### src/rtl/ocu_pkg.sv
package ocu_pkg;
  localparam int NCH  = 8;
  localparam int AW   = 4;

  typedef enum logic [1:0] {
    ACT_OFF  = 2'b00,
    ACT_TOG  = 2'b01,
    ACT_LOW  = 2'b10,
    ACT_HIGH = 2'b11
  } act_e;

  localparam logic [AW-1:0] A_ACT_HI = 4'd8;
  localparam logic [AW-1:0] A_ACT_LO = 4'd9;
  localparam logic [AW-1:0] A_FORCE  = 4'd10;
  localparam logic [AW-1:0] A_IEN    = 4'd11;
  localparam logic [AW-1:0] A_FLAG   = 4'd12;
  localparam logic [AW-1:0] A_CNT    = 4'd13;
endpackage

### src/rtl/ocu_rst_sync.sv
module ocu_rst_sync (
  input  logic clk,
  input  logic arst_n,
  output logic rst_n
);
  logic [1:0] sync_q;

  always_ff @(posedge clk or negedge arst_n) begin
    if (!arst_n) sync_q <= 2'b00;
    else         sync_q <= {sync_q[0], 1'b1};
  end

  assign rst_n = sync_q[1];
endmodule

### src/rtl/ocu_counter.sv
module ocu_counter #(
  parameter int CW = 16
) (
  input  logic          clk,
  input  logic          rst_n,
  input  logic          tick,
  output logic [CW-1:0] cnt_o
);
  logic [CW-1:0] cnt_q, cnt_n;

  always_comb begin
    cnt_n = cnt_q;
    if (tick) cnt_n = cnt_q + 1'b1;
  end

  always_ff @(posedge clk or negedge rst_n) begin
    if (!rst_n) cnt_q <= '0;
    else        cnt_q <= cnt_n;
  end

  assign cnt_o = cnt_q;

  // one step per tick
  a_r2_count_step: assert property (@(posedge clk) disable iff (!rst_n)
    tick |=> cnt_q == CW'($past(cnt_q) + 1'b1));
  // no step without tick
  a_r2_count_hold: assert property (@(posedge clk) disable iff (!rst_n)
    !tick |=> $stable(cnt_q));
endmodule

### src/rtl/ocu_regs.sv
module ocu_regs
  import ocu_pkg::*;
#(
  parameter int CW = 16
) (
  input  logic                    clk,
  input  logic                    rst_n,
  input  logic                    tick,
  input  logic                    wr,
  input  logic [AW-1:0]           addr,
  input  logic [CW-1:0]           wdata,
  input  logic [NCH-1:0]          match,
  input  logic [CW-1:0]           cnt,
  output logic [CW-1:0]           rdata,
  output logic [NCH-1:0][CW-1:0]  cmp_o,
  output logic [2*NCH-1:0]        act_o,
  output logic [NCH-1:0]          pend_o,
  output logic [NCH-1:0]          flag_o,
  output logic                    irq_o
);
  localparam int HALF = NCH;  // bits per action register

  logic [NCH-1:0][CW-1:0] cmp_q, cmp_n;
  logic [2*NCH-1:0]       act_q, act_n;
  logic [NCH-1:0]         ien_q, ien_n;
  logic [NCH-1:0]         flag_q, flag_n;
  logic [NCH-1:0]         pend_q, pend_n;
  logic [NCH-1:0]         clr_mask, frc_mask;

  always_comb begin
    cmp_n = cmp_q;
    act_n = act_q;
    ien_n = ien_q;
    clr_mask = '0;
    frc_mask = '0;
    if (wr) begin
      if (!addr[AW-1]) cmp_n[addr[AW-2:0]] = wdata;
      if (addr == A_ACT_HI) act_n[2*NCH-1 -: HALF] = wdata[HALF-1:0];
      if (addr == A_ACT_LO) act_n[HALF-1:0]        = wdata[HALF-1:0];
      if (addr == A_IEN)    ien_n                  = wdata[NCH-1:0];
      if (addr == A_FLAG)   clr_mask               = wdata[NCH-1:0];
      if (addr == A_FORCE)  frc_mask               = wdata[NCH-1:0];
    end
    flag_n = (flag_q & ~clr_mask) | match;
    pend_n = (tick ? '0 : pend_q) | frc_mask;
  end

  always_ff @(posedge clk or negedge rst_n) begin
    if (!rst_n) begin
      cmp_q  <= '0;
      act_q  <= '0;
      ien_q  <= '0;
      flag_q <= '0;
      pend_q <= '0;
    end else begin
      cmp_q  <= cmp_n;
      act_q  <= act_n;
      ien_q  <= ien_n;
      flag_q <= flag_n;
      pend_q <= pend_n;
    end
  end

  always_comb begin
    rdata = '0;
    if (!addr[AW-1]) rdata = cmp_q[addr[AW-2:0]];
    else begin
      case (addr)
        A_ACT_HI: rdata[HALF-1:0] = act_q[2*NCH-1 -: HALF];
        A_ACT_LO: rdata[HALF-1:0] = act_q[HALF-1:0];
        A_IEN:    rdata[NCH-1:0]  = ien_q;
        A_FLAG:   rdata[NCH-1:0]  = flag_q;
        A_CNT:    rdata           = cnt;
        default:  rdata           = '0;
      endcase
    end
  end

  assign cmp_o  = cmp_q;
  assign act_o  = act_q;
  assign pend_o = pend_q;
  assign flag_o = flag_q;
  assign irq_o  = |(flag_q & ien_q);

  // a flag can only rise after a compare match
  a_r7_flag_needs_match: assert property (@(posedge clk) disable iff (!rst_n)
    ((flag_q & ~$past(flag_q) & ~$past(match)) == '0));
  // request implies some flag
  a_r9_irq_has_flag: assert property (@(posedge clk) disable iff (!rst_n)
    irq_o |-> (flag_q != '0));
  // a match leaves its flag set whatever was written
  a_r10_match_sets: assert property (@(posedge clk) disable iff (!rst_n)
    (match != '0) |=> ((flag_q & $past(match)) == $past(match)));
  // force register reads back as zero
  a_r8_force_reads_zero: assert property (@(posedge clk) disable iff (!rst_n)
    (addr == A_FORCE) |-> (rdata == '0));
endmodule

### src/rtl/ocu_chan.sv
module ocu_chan
  import ocu_pkg::*;
#(
  parameter int CW = 16
) (
  input  logic          clk,
  input  logic          rst_n,
  input  logic          tick,
  input  logic [CW-1:0] cnt,
  input  logic [CW-1:0] cmp,
  input  logic [1:0]    act,
  input  logic          force_req,
  output logic          match_o,
  output logic          pin_o
);
  logic pin_q, pin_n, fire;

  assign match_o = tick && (cnt == cmp);
  assign fire    = tick && ((cnt == cmp) || force_req);

  always_comb begin
    pin_n = pin_q;
    if (fire) begin
      case (act_e'(act))
        ACT_TOG:  pin_n = ~pin_q;
        ACT_LOW:  pin_n = 1'b0;
        ACT_HIGH: pin_n = 1'b1;
        default:  pin_n = pin_q;
      endcase
    end
  end

  always_ff @(posedge clk or negedge rst_n) begin
    if (!rst_n) pin_q <= 1'b0;
    else        pin_q <= pin_n;
  end

  assign pin_o = pin_q;

  // disconnected code keeps the pin
  a_r4_off_holds: assert property (@(posedge clk) disable iff (!rst_n)
    (act == 2'b00) |=> $stable(pin_q));
  // the pin only moves on a tick
  a_r6_pin_on_tick: assert property (@(posedge clk) disable iff (!rst_n)
    !tick |=> $stable(pin_q));
  // toggle with force and match together flips exactly once
  a_r11_single_toggle: assert property (@(posedge clk) disable iff (!rst_n)
    (tick && force_req && match_o && act == 2'b01) |=> (pin_q != $past(pin_q)));
endmodule

### src/rtl/ocu_top.sv
module ocu_top
  import ocu_pkg::*;
#(
  parameter int CW = 16
) (
  input  logic           clk,
  input  logic           arst_n,
  input  logic           tick_i,
  input  logic           bus_wr_i,
  input  logic [AW-1:0]  bus_addr_i,
  input  logic [CW-1:0]  bus_wdata_i,
  output logic [CW-1:0]  bus_rdata_o,
  output logic [NCH-1:0] pin_o,
  output logic [NCH-1:0] flag_o,
  output logic           irq_o
);
  logic                   rst_n;
  logic [CW-1:0]          cnt;
  logic [NCH-1:0][CW-1:0] cmp;
  logic [2*NCH-1:0]       act;
  logic [NCH-1:0]         pend;
  logic [NCH-1:0]         match;

  ocu_rst_sync u_rst (
    .clk    (clk),
    .arst_n (arst_n),
    .rst_n  (rst_n)
  );

  ocu_counter #(.CW(CW)) u_cnt (
    .clk   (clk),
    .rst_n (rst_n),
    .tick  (tick_i),
    .cnt_o (cnt)
  );

  ocu_regs #(.CW(CW)) u_regs (
    .clk    (clk),
    .rst_n  (rst_n),
    .tick   (tick_i),
    .wr     (bus_wr_i),
    .addr   (bus_addr_i),
    .wdata  (bus_wdata_i),
    .match  (match),
    .cnt    (cnt),
    .rdata  (bus_rdata_o),
    .cmp_o  (cmp),
    .act_o  (act),
    .pend_o (pend),
    .flag_o (flag_o),
    .irq_o  (irq_o)
  );

  for (genvar g = 0; g < NCH; g++) begin : g_chan
    ocu_chan #(.CW(CW)) u_chan (
      .clk       (clk),
      .rst_n     (rst_n),
      .tick      (tick_i),
      .cnt       (cnt),
      .cmp       (cmp[g]),
      .act       (act[2*g +: 2]),
      .force_req (pend[g]),
      .match_o   (match[g]),
      .pin_o     (pin_o[g])
    );
  end
endmodule

### config.mk
export PLATFORM = sky130hd
export DESIGN_NAME = ocu_top
export DESIGN_NICKNAME = d
export VERILOG_FILES = /design/src/rtl/ocu_pkg.sv /design/src/rtl/ocu_rst_sync.sv /design/src/rtl/ocu_counter.sv /design/src/rtl/ocu_regs.sv /design/src/rtl/ocu_chan.sv /design/src/rtl/ocu_top.sv
export SDC_FILE = /design/constraint.sdc
export NUM_CORES = 1
export LEC_CHECK = 0
export ABC_AREA = 0
export BUFFER_PORTS_ARGS = -buffer_cell sky130_fd_sc_hd__buf_2
export CAP_MARGIN = 20
export CORE_UTILIZATION = 40
export CTS_BUF_LIST = sky130_fd_sc_hd__clkbuf_16
export DETAILED_ROUTE_END_ITERATION = 7
export HOLD_SLACK_MARGIN = 0.03
export PLACE_DENSITY_LB_ADDON = 0.08
export SLEW_MARGIN = 10
export SYNTH_ARGS = -nofsm -noshare
export SYNTH_HDL_FRONTEND = slang
export SYNTH_SLANG_ARGS = --single-unit
### constraint.sdc
create_clock -name clk -period 7.5 [get_ports clk]
set_input_delay 0.375 -clock clk [delete_from_list [all_inputs] [get_ports clk]]
set_output_delay 0.375 -clock clk [all_outputs]
set_load 0.05 [all_outputs]
==> flow_summary.json <==
{
  "gr-usage-all-layers_pct": 25.8,
  "synth_edf_count": 0,
  "relSlewSlack_pct": 24.1,
  "finalCritPeriodShare_pct": 44.8,
  "via_per_inst": 5.84,
  "crit_path_end_kind": "primary output",
  "gp_routability_congestion": 0.879,
  "hpwl_um": 23200,
  "power_leakage_nw": 4.83,
  "final_util_pct": 44.5,
  "vdd_drop_max_uv": 114,
  "num-fill-cells": 2449,
  "design.die.area_um2": 27200,
  "vias": 7199,
  "final-setup-viol-count": 0,
  "grt_pass1_wl_um": 49700,
  "synth_warnings": 0,
  "synth_cell_types": 51,
  "antennaDiodeCount": 0,
  "clock_sinks": 194,
  "post_cts_resized": 0,
  "ios": 57,
  "outcome": "finished clean",
  "drc": 0,
  "core.rowCount": 59,
  "async_flop_share_pct": 100,
  "fmax_mhz": 298,
  "die_h_um": 165,
  "antenna_found_initial": 0,
  "start_util_pct": 40.8,
  "drv_cap": 0,
  "core_region_area_um2": 26100,
  "wl_per_cell_um": 26.8,
  "required_ns": 7.12,
  "hold_path.class": "in2async",
  "synth_area_um2": 10600,
  "place.port_buffers": 56,
  "met3_usage_pct": 4.12,
  "cts_made_buffers": 17,
  "drv_slew": 0,
  "hold_viol": 0,
  "ys_seq_area_share_pct": 45.7,
  "clk_pin_slew_ns": 0.08,
  "firstDrtPassIters": 5,
  "postSynthCellCount": 861,
  "cts_tree": "yes",
  "ys_ff_latch": 194,
  "grtUsageMet1_pct": 35.0,
  "drt_iter0_drc": 684,
  "grt_busiest_layer": "met2",
  "grt_use_met2_pct": 41.5,
  "area.growth.synth_to_final_pct": 9.08,
  "cts_root_buffer": "clkbuf_16",
  "clk_latency_ns": 0.45,
  "synth_ff_type": "dfrtp_1",
  "critPathArrivalTime_ns": 2.98,
  "clock_path_buffers": 2,
  "setup_tns_ns": 0,
  "rsz0062_at_grt": "false",
  "drive_gt1_share_pct": 32.3,
  "synth.avg_cell_area_um2": 12.3,
  "crit_path_max_fanout": 46,
  "layout.nets": 909,
  "worst_setup_path_start_kind": "input port",
  "h-tree-depth": 4,
  "synth.net_count": 886,
  "grt_max_degree": 75,
  "final.setup_skew_ns": 0.0122,
  "drt_wl_total_um": 33100,
  "path_class": "in2out",
  "worst_pin_slew_ns": 1.14,
  "die_w_um": 165,
  "overflow": 0,
  "r2r_slack_ns": 4.67,
  "ant_nets": 0,
  "p_per_area_nw_per_um2": 303,
  "min_period_ns": 3.36,
  "grt_pass1_vias": 7351
}
[metal layers]
metal / share of wire, % / vias to the layer above
met2: 48 / 222
met5: 0 / -
li1: - / 3113
met4: 2.9 / 0
met1: 43 / 3814
met3: 5.5 / 50
[what timing repair did]
action,4_1_cts,5_1_grt
hold endpoints to repair,2,0
buffers inserted,0,0
hold buffers,1,0
[per-stage QoR]
step	power (mW)	std cells	hold WS (ns)	setup WS (ns)	cell area, µm²
floorplan	2.32	861	0.0794	1.69	10600
global placement	2.62	1199	0.161	4.27	11000
detailed placement	2.63	1199	0.164	4.18	11000
CTS	3.53	1232	0.222	4.16	11600
global route	3.68	1232	0.245	4.04	11600
finish	3.52	1232	0.230	4.14	11600
[placed cells by master (no fill, tap or decap), drive strengths merged, types with 9 or more instances in the layout]
cell type,instances
a21oi,12
a22o,17
a22oi,12
buf,66
clkbuf,17
dfrtp,194
inv,21
mux2,152
mux2i,16
mux4,32
nand2,47
nand3,9
nand4,26
nor2,26
nor4,11
o21ai,29
xnor2,96
xor2,47
[registers in the layout, summed over array words and instances (netlist names)]
signal and cells:
u_regs.flag_o 8, u_regs.ien_q 8, u_regs.pend_o 8, u_regs.act_o 16, u_rst.sync_q 2, u_cnt.cnt_o 16
g_chan.u_chan.pin_o 8, u_regs.cmp_o 128
[where the power goes]
| part | internal [mW] | switching (mW) |
|---|---|---|
| registers | 1.27 | 0.326 |
| clock network | 0.461 | 0.437 |
| logic | 0.494 | 0.530 |
[synthesized netlist by cell type (all sizes together), types with 9 or more instances]
cell type	count	area, µm²
a22oi	12	90.1
nand4	26	169
o21ai	29	145
xor2	47	412
a22o	17	149
nor2	26	108
nand3	9	50.1
buf	49	334
nand2	47	179
clkbuf	14	52.6
xnor2	96	841
mux2i	16	160
inv	14	52.6
dfrtp	194	4850
nor4	11	87.6
mux2	152	1710
a21oi	12	60.1
mux4	32	721
[final timing paths]
check                                         end       startpoint  cells after the start
min in group clk                 u_regs.cmp_o[77]  bus_wdata_i[13]                      2
max in group asynchronous        u_regs.cmp_o[17]  u_rst.sync_q[1]                      1
setup / recovery                  bus_rdata_o[13]    bus_addr_i[0]                      7
hold / removal                    u_rst.sync_q[1]           arst_n                      2
hold reg to reg                   u_rst.sync_q[1]  u_rst.sync_q[0]                      0
setup reg to reg           g_chan[3].u_chan.pin_o   u_cnt.cnt_o[2]                      5
[layout make-up]
cell class | instances | area [µm²] | area share (%)
Clock buffer | 17 | 425 | 3.67
Clock inverter | 15 | 135 | 1.17
Inverter | 14 | 52.6 | 0.454
Multi-Input combinational cell | 590 | 5330 | 46.0
Sequential cell | 194 | 4860 | 41.9
Tap cell | 335 | 419 | 3.62
Timing Repair Buffer | 67 | 365 | 3.15
[kinds of logic after synthesis]
group,synth area share (%)
XOR/XNOR,11.8
AO/OA/AOI/OAI,5.85
adder cells (fa/ha/maj),0.118
buffers and inverters,4.13
other,0.0353
AND/OR/NAND/NOR,7.96
flip-flops,45.7
multiplexers,24.4
[critical path, stage by stage]
cell and delay [ns]:
buf_2 0.08, buf_4 0.71, nand2b_1 0.32, nor2_1 0.76
a22o_1 0.27, a22o_1 0.14, buf_2 0.27
(Power assumes the default switching activity.)
